[src/rtl/pwm4_pkg.sv]
package pwm4_pkg;

    localparam int CNT_W   = 16;   // divider and compare field width
    localparam int DATA_W  = 32;   // register word width
    localparam int EN_BIT  = 31;   // enable bit in the control word
    localparam int UPD_BIT = 30;   // commit request bit in the control word

    typedef struct packed {
        logic [CNT_W-1:0] high;    // high-duration in period ticks
        logic [CNT_W-1:0] div;     // period counter limit
        logic [CNT_W-1:0] pre;     // prescaler limit
    } pwm_cfg_t;

    typedef struct packed {
        pwm_cfg_t         act;
        logic [CNT_W-1:0] pre_cnt;
        logic [CNT_W-1:0] per_cnt;
        logic             run;
        logic             pend;
    } chan_st_t;

endpackage

[src/rtl/pwm4_regs.sv]
module pwm4_regs
    import pwm4_pkg::*;
#(
    parameter int NUM_CH = 4,
    localparam int CH_W  = $clog2(NUM_CH),
    localparam int ADR_W = CH_W + 1
) (
    input  logic                    clk,
    input  logic                    rst_n,
    input  logic                    bus_sel,
    input  logic                    bus_wr,
    input  logic [ADR_W-1:0]        bus_addr,
    input  logic [DATA_W-1:0]       bus_wdata,
    output logic [DATA_W-1:0]       bus_rdata,
    output logic                    bus_rvalid,
    output pwm_cfg_t [NUM_CH-1:0]   stg_cfg,
    output logic [NUM_CH-1:0]       en_vec,
    output logic [NUM_CH-1:0]       upd_vec
);

    typedef struct packed {
        pwm_cfg_t [NUM_CH-1:0] cfg;
        logic [NUM_CH-1:0]     en;
        logic [NUM_CH-1:0]     upd;
        logic [DATA_W-1:0]     rdata;
        logic                  rvalid;
    } regs_st_t;

    regs_st_t         st_d, st_q;
    logic [CH_W-1:0]  ch_sel;
    logic             word_sel;
    logic             unused_wbits;

    assign ch_sel   = bus_addr[ADR_W-1:1];
    assign word_sel = bus_addr[0];

    always_comb begin
        st_d         = st_q;
        st_d.upd     = '0;
        st_d.rvalid  = 1'b0;
        unused_wbits = ^bus_wdata[UPD_BIT-1:CNT_W];
        if (bus_sel && bus_wr) begin
            if (!word_sel) begin
                st_d.cfg[ch_sel].high = bus_wdata[DATA_W-1:CNT_W];
                st_d.cfg[ch_sel].div  = bus_wdata[CNT_W-1:0];
            end else begin
                st_d.cfg[ch_sel].pre  = bus_wdata[CNT_W-1:0];
                st_d.en[ch_sel]       = bus_wdata[EN_BIT];
                st_d.upd[ch_sel]      = bus_wdata[UPD_BIT];
            end
        end
        if (bus_sel && !bus_wr) begin
            st_d.rvalid = 1'b1;
            if (!word_sel) begin
                st_d.rdata = {st_q.cfg[ch_sel].high, st_q.cfg[ch_sel].div};
            end else begin
                st_d.rdata                = '0;
                st_d.rdata[EN_BIT]        = st_q.en[ch_sel];
                st_d.rdata[CNT_W-1:0]     = st_q.cfg[ch_sel].pre;
            end
        end
    end

    always_ff @(posedge clk or negedge rst_n) begin
        if (!rst_n) st_q <= '0;
        else        st_q <= st_d;
    end

    assign bus_rdata  = st_q.rdata;
    assign bus_rvalid = st_q.rvalid;
    assign stg_cfg    = st_q.cfg;
    assign en_vec     = st_q.en;
    assign upd_vec    = st_q.upd;

endmodule

[src/rtl/pwm4_chan.sv]
module pwm4_chan
    import pwm4_pkg::*;
(
    input  logic              clk,
    input  logic              rst_n,
    input  logic              en_i,
    input  logic              upd_i,
    input  pwm_cfg_t          stg_i,
    output logic              out_o,
    output pwm_cfg_t          act_o,
    output logic [CNT_W-1:0]  pre_cnt_o,
    output logic [CNT_W-1:0]  per_cnt_o,
    output logic              pend_o
);

    chan_st_t st_d, st_q;
    logic     pend_now;
    logic     tick;
    logic     wrap;

    assign pend_now = st_q.pend | upd_i;
    assign tick     = (st_q.pre_cnt == st_q.act.pre);
    assign wrap     = tick && (st_q.per_cnt == st_q.act.div);

    always_comb begin
        st_d     = st_q;
        st_d.run = en_i;
        if (!st_q.run) begin
            // stopped: counters parked, staged set copied straight away
            st_d.pre_cnt = '0;
            st_d.per_cnt = '0;
            if (pend_now) begin
                st_d.act  = stg_i;
                st_d.pend = 1'b0;
            end
        end else begin
            if (tick) begin
                st_d.pre_cnt = '0;
                st_d.per_cnt = wrap ? '0 : st_q.per_cnt + 1'b1;
            end else begin
                st_d.pre_cnt = st_q.pre_cnt + 1'b1;
            end
            // running: copy only where one period ends and the next begins
            if (wrap && pend_now) begin
                st_d.act  = stg_i;
                st_d.pend = 1'b0;
            end else begin
                st_d.pend = pend_now;
            end
        end
    end

    always_ff @(posedge clk or negedge rst_n) begin
        if (!rst_n) st_q <= '0;
        else        st_q <= st_d;
    end

    assign out_o     = st_q.run && (st_q.per_cnt < st_q.act.high);
    assign act_o     = st_q.act;
    assign pre_cnt_o = st_q.pre_cnt;
    assign per_cnt_o = st_q.per_cnt;
    assign pend_o    = st_q.pend;

endmodule

[src/rtl/pwm4_prescaled.sv]
module pwm4_prescaled
    import pwm4_pkg::*;
#(
    parameter int NUM_CH = 4,
    localparam int CH_W  = $clog2(NUM_CH),
    localparam int ADR_W = CH_W + 1
) (
    input  logic              clk,
    input  logic              rst_n,
    input  logic              bus_sel,
    input  logic              bus_wr,
    input  logic [ADR_W-1:0]  bus_addr,
    input  logic [31:0]       bus_wdata,
    output logic [31:0]       bus_rdata,
    output logic              bus_rvalid,
    output logic [NUM_CH-1:0] pwm_out
);

    pwm_cfg_t [NUM_CH-1:0]         stg_cfg;
    pwm_cfg_t [NUM_CH-1:0]         act_cfg;
    logic [NUM_CH-1:0]             en_vec;
    logic [NUM_CH-1:0]             upd_vec;
    logic [NUM_CH-1:0]             pend_vec;
    logic [NUM_CH-1:0][CNT_W-1:0]  act_high;
    logic [NUM_CH-1:0][CNT_W-1:0]  act_div;
    logic [NUM_CH-1:0][CNT_W-1:0]  act_pre;
    logic [NUM_CH-1:0][CNT_W-1:0]  pre_cnt;
    logic [NUM_CH-1:0][CNT_W-1:0]  per_cnt;

    pwm4_regs #(.NUM_CH(NUM_CH)) u_regs (
        .clk        (clk),
        .rst_n      (rst_n),
        .bus_sel    (bus_sel),
        .bus_wr     (bus_wr),
        .bus_addr   (bus_addr),
        .bus_wdata  (bus_wdata),
        .bus_rdata  (bus_rdata),
        .bus_rvalid (bus_rvalid),
        .stg_cfg    (stg_cfg),
        .en_vec     (en_vec),
        .upd_vec    (upd_vec)
    );

    for (genvar g = 0; g < NUM_CH; g++) begin : g_ch
        pwm4_chan u_chan (
            .clk       (clk),
            .rst_n     (rst_n),
            .en_i      (en_vec[g]),
            .upd_i     (upd_vec[g]),
            .stg_i     (stg_cfg[g]),
            .out_o     (pwm_out[g]),
            .act_o     (act_cfg[g]),
            .pre_cnt_o (pre_cnt[g]),
            .per_cnt_o (per_cnt[g]),
            .pend_o    (pend_vec[g])
        );
        assign act_high[g] = act_cfg[g].high;
        assign act_div[g]  = act_cfg[g].div;
        assign act_pre[g]  = act_cfg[g].pre;
    end

endmodule

[config.mk]
export PLATFORM = sky130hd
export DESIGN_NAME = pwm4_prescaled
export DESIGN_NICKNAME = d
export VERILOG_FILES = /design/src/rtl/pwm4_pkg.sv /design/src/rtl/pwm4_regs.sv /design/src/rtl/pwm4_chan.sv /design/src/rtl/pwm4_prescaled.sv
export SDC_FILE = /design/constraint.sdc
export NUM_CORES = 1
export LEC_CHECK = 0
export BUFFER_PORTS_ARGS = -buffer_cell sky130_fd_sc_hd__buf_2
export CAP_MARGIN = 0
export CELL_PAD_IN_SITES_DETAIL_PLACEMENT = 0
export CELL_PAD_IN_SITES_GLOBAL_PLACEMENT = 1
export CORE_ASPECT_RATIO = 0.5
export CORE_MARGIN = 4
export CORE_UTILIZATION = 56
export CTS_CLUSTER_SIZE = 28
export DETAILED_ROUTE_END_ITERATION = 6
export PLACE_DENSITY = 0.89
export SYNTH_ARGS = -nofsm -noshare
export SYNTH_HDL_FRONTEND = slang
export SYNTH_SLANG_ARGS = --single-unit
[constraint.sdc]
create_clock -name clk -period 3.7 [get_ports clk]
set_input_delay 0.185 -clock clk [delete_from_list [all_inputs] [get_ports clk]]
set_output_delay 0.185 -clock clk [all_outputs]
set_load 0.05 [all_outputs]
---- Word-level counts from Yosys, hierarchy flattened ----
Cells that the tools add are included.
storage, ports and cells
  flip-flop bits (word level) ............. 561
  output and inout port bits .............. 37
operators by class
  $add $sub $neg .......................... 8
  magnitude comparators ................... 6
  equality and inequality tests ........... 16
  muxes and demuxes ....................... 57
  bitwise operators ....................... 5
  reductions and logical operators ........ 25
operator list
  operator               number
  $bwmux 192             3
  $mux 48                10
  $mux 80                4
  $demux 48 s2           3
  $mux 16                13
  $mux 192               1
  $add 16x1->16 const B  8
  $eq 16x16->1           8
  $bmux 48 s2            1
  $lt 16x16->1           4
  $mux 32                2
  $ne 2x2->1 const B     8
  $logic_and 1x1->1      15
  $mux 1                 15
  $reduce_and 2->1       5
  $mux 4                 2
  $reduce_bool 2->1      4
  $and 4x4->4            1
  $bwmux 4               1
  $or 1x1->1             4
  $lt 2x3->1 const B     1
  $bmux 1 s2             1
  $demux 1 s2            1
  $ge 2x1->1 const B     1
  $logic_not 1->1        1

---- Logic depth before layout (Yosys ltp) ----
  depth in word-level cells ............... 7
  gate-level depth with buffers ........... 9

---- Modules after synthesis ----
From an unflattened synthesis, not the netlist that was laid out.
second synthesis, totals
  cell total of the unflattened synthesis .. 2,409
  area total of the unflattened synthesis .. 29,435.7 µm²
modules (own cells, without submodules)
  module     times used  cells each  area each (µm²)  sequential area each (µm²)
  pwm4_chan  4           436         4,829.6          2,052.0
  pwm4_regs  1           665         10,117.2         5,830.6

---- Least setup slack after synthesis ----
Ideal clock, no wire load.
  kind .................................... flip-flop to flip-flop
  start ................................... register g_ch[3].u_chan.st_q (netlist bit g_ch[3].u_chan.pre_cnt_o[10])
  end ..................................... register g_ch[3].u_chan.st_q (netlist bit g_ch[3].u_chan.act_o[0])
  library setup time ...................... 0.125 ns
  arrival time ............................ 2.251 ns
  setup slack ............................. 1.324 ns
  cell stages (with the launch flop) ...... 9
  cells stage by stage .................... dfrtp_1 > xnor2_1 > nand4_1 > or4_4 > o21ai_4 > o21a_4 > buf_8 > buf_12 > mux2_4
on the way
  cells in the longest elaborated chain, start to end .. 5
RTL lines
  what                        line             text
  start, declared             pwm4_chan.sv:16  chan_st_t st_d, st_q;
  start signal, assigned      pwm4_chan.sv:55  else st_q <= st_d;
  $eq 16x16->1                pwm4_chan.sv:22  assign tick = (st_q.pre_cnt == st_q.act.pre);
  $logic_and 1x1->1           pwm4_chan.sv:23  assign wrap = tick && (st_q.per_cnt == st_q.act.div);
  $logic_and 1x1->1           pwm4_chan.sv:44  if (wrap && pend_now) begin
  $ne 2x2->1 (no line)        n/a
  $reduce_and 2->1 (no line)  n/a
Every way passes these cells.
A chain may end at the register's enable or synchronous reset.

---- Worst setup path after layout ----
  start ................................... register g_ch[3].u_chan.st_q (netlist bit g_ch[3].u_chan.pre_cnt_o[2])
  end ..................................... register g_ch[3].u_chan.st_q (netlist bit g_ch[3].u_chan.act_o[15])
Same word-level chain as after synthesis.

==> impl_metrics.json <==
{
  "timing.fmax_mhz": 321,
  "ctsHoldBuffers": 21,
  "worst-r2r-cell-count": 7,
  "vdd_drop_max_v": 0.000372,
  "synth_ff_type": "dfrtp_1",
  "max_stage_delay_ps": 620,
  "rrSetupSlack_ps": 590,
  "via_per_inst": 6.02,
  "clock_sinks": 561,
  "synth-seq-cells": 561,
  "setup_slack_ps": 586,
  "ys_async_sr_fraction_pct": 100,
  "synth_nets": 2135,
  "start_kind": "flip-flop",
  "max-cap-violations": 0,
  "fin_nets": 2234,
  "syn_to_final_growth_pct": 11.8,
  "slew_violations": 0,
  "crit_required_ps": 4170,
  "worstMarginPinSlew_ps": 1020,
  "clk_path_buf_depth": 3,
  "grt-ovfl-total": 0,
  "core_area_um2": 45900,
  "endpoint_kind": "flip-flop",
  "status": "complete, no violations",
  "grt_pass1_vias": 16900,
  "clkTransAtPathRegs_ps": 70,
  "crit_slowest_cell": "or4_4",
  "route.met2.wl_um": 28100,
  "avgSynthCellArea_um2": 13.0,
  "dr.pass1.iters": 6,
  "ctsResizeCount": 0,
  "min_period_ps": 3110,
  "drc": 0,
  "crit_arrival_ps": 3590,
  "wl_per_cell_um": 24.1,
  "post_cts_buffers": 0,
  "clk_latency_ps": 610,
  "io_buffers": 75,
  "dp_hpwl_um": 48000,
  "dr_wl_met3_um": 6470,
  "final.setup.tns_ps": 0,
  "timing.slew.headroom_pct": 31.9,
  "rsz0062_at_grt": "false",
  "h-tree-depth": 2,
  "fp.dieH_um": 162,
  "track_usage_pct": 26.9,
  "worst-path-max-fanout": 25,
  "min_from": "bus_wdata[31]",
  "synth_seq_area_share_pct": 53.1,
  "synth_edf_count": 0,
  "place.gp.congestion": 0.872,
  "path_cells": "xnor2_1, nand4_1, or4_4, o21ai_4, o21a_4, buf_12, mux2_2",
  "vias": 16800,
  "power_density_nw_per_um2": 624,
  "ios": 76,
  "hold_end": "u_regs.en_vec[3]",
  "setup_viol": 0,
  "antenna_cells": 0,
  "ant_nets": 0,
  "final-hold-violation-count": 0,
  "finClkSkew_ps": 45.3,
  "finalHoldWorstSlack_ps": 36.4,
  "numCtsBuffers": 49,
  "drtIter0Drc": 1616,
  "wirelength_um": 67200,
  "synthDistinctLibCells": 56,
  "top_layer": "met4",
  "dieArea_um2": 51000,
  "rr_startpoint": "g_ch[3].u_chan.pre_cnt_o[2]",
  "p_leak_nw": 13.3,
  "finalCritPeriodShare_pct": 84.2,
  "clock-root-buffer": "clkbuf_16",
  "yosysWarningCount": 0,
  "cp-startpoint": "g_ch[3].u_chan.pre_cnt_o[2]",
  "fp.dieW_um": 315,
  "grt_start_max_net_pins": 119,
  "wl_met1_um": 31800,
  "drive_above_1_share_pct": 30.1,
  "antenna_found_initial": 1,
  "worstReg2RegEnd": "g_ch[3].u_chan.act_o[15]",
  "critical_path_class": "reg2reg",
  "num_rows": 55,
  "synthCells": 2028,
  "grt_pass1_wl_um": 104000,
  "syn_area_um2": 26400,
  "hold_path_class": "in2reg",
  "hold_depth": 2,
  "floorplan.initialDensity_pct": 57.6,
  "pre_cts_ws_ps": 588,
  "cts_tree": "done"
}
## logic make-up (layout without fill, tap and decap cells)
logic type,count (synthesis),after routing,synth area share (%)
muxes,456,456,21.7
AOI/OAI and AO/OA,126,126,3.41
and+or+nand+nor,441,441,8.50
DFF,561,561,53.1
xor gates and xnor gates,226,226,7.49
adders and majority gates,68,68,3.22
buffers and inverters,150,288,2.58
## worst max-delay path: cells and delay by family (launching register included)
kind                   cells  cell delay [ps]
AO/OA/AOI/OAI              2              880
XOR/XNOR                   1              200
buffers and inverters      1              260
flip-flops                 1              460
multiplexers               1              360
AND/OR/NAND/NOR            2              840
## how the worst max path moves through the flow
stage	to	slack, ps
after floorplan	g_ch[3].u_chan.act_o[0]	1320
after global placement	g_ch[3].u_chan.act_o[15]	620
after detailed placement	g_ch[3].u_chan.act_o[15]	590
after CTS	g_ch[3].u_chan.act_o[21]	580
after global routing	g_ch[2].u_chan.act_o[15]	410
final	g_ch[3].u_chan.act_o[15]	590
## cell usage in the layout, fill, tap and decap left out, types with 18 or more instances in the layout
master	instances
dfrtp_1	561
mux2_2	368
xnor2_1	145
nor2_1	139
xor2_1	81
nand4_1	74
buf_2	73
inv_1	69
ha_1	68
nand2_1	66
mux4_2	49
clkbuf_16	49
nand3_1	43
o21ai_0	33
and3_1	29
buf_4	23
a21o_1	22
dlygate4sd3_1	21
a21oi_1	20
mux2_4	20
mux2i_1	19
a22o_1	18
## metrics by stage
| stage | std cells | cell area [µm²] | utilization (%) | total power (W) |
|---|---|---|---|---|
| after floorplan | 2028 | 26400 | - | 0.0113 |
| after global placement | 2682 | 27600 | 60.2 | 0.0128 |
| after detailed placement | 2682 | 27600 | 60.2 | 0.0130 |
| after CTS | 2793 | 29500 | 64.4 | 0.0185 |
| after global routing | 2793 | 29500 | 64.4 | 0.0193 |
| final | 2793 | 29500 | 64.4 | 0.0185 |
## final cells by class
class	count	area, µm²
sequential	561	14000
tap	627	785
timing repair buffer	129	983
multi-input combinational	1317	11800
inverter	69	259
clock inverter	27	338
fill	3349	16400
clock buffer	63	1370
## sequential cells by signal (all words and copies together), names as in the netlist
register / cells
u_regs.bus_rvalid: 1
u_regs.bus_rdata: 32
g_ch.u_chan.per_cnt_o: 64
g_ch.u_chan.pre_cnt_o: 64
g_ch.u_chan.pend_o: 4
g_ch.u_chan.st_q: 4
u_regs.en_vec: 4
g_ch.u_chan.act_o: 192
u_regs.stg_cfg: 192
u_regs.upd_vec: 4
## routing by layer
metal  GRT usage (%)  vias up
li1                -     7422
met1            42.1     8712
met2            37.6      589
met3            7.91       77
met4            4.49        0
met5               0        -
## synthesized netlist by cell type, drive strengths merged (6+ instances only)
master | count | area share (%)
clkbuf | 45 | 0.64
or3 | 6 | 0.14
inv | 69 | 0.98
and2 | 8 | 0.19
dfrtp | 561 | 53
and3 | 29 | 0.69
mux4 | 49 | 4.2
nand2b | 10 | 0.24
o21a | 8 | 0.26
a21o | 22 | 0.62
nor3b | 6 | 0.17
mux2i | 19 | 0.72
a21oi | 20 | 0.38
buf | 36 | 0.96
nand3 | 43 | 0.81
ha | 68 | 3.2
nand4 | 74 | 1.8
nand2 | 66 | 0.94
a22o | 18 | 0.60
nor3 | 12 | 0.23
nor4 | 11 | 0.28
xnor2 | 145 | 4.8
xor2 | 81 | 2.7
and4 | 12 | 0.40
nor2 | 142 | 2.0
o21ai | 35 | 0.72
mux2 | 388 | 17
## report_power, final
| part | internal, W | switching, W |
|---|---|---|
| Clock | 0.00306 | 0.00241 |
| Combinational | 0.00206 | 0.00204 |
| Sequential | 0.00739 | 0.00149 |
Note: power is estimated with default switching activity, not from simulation.
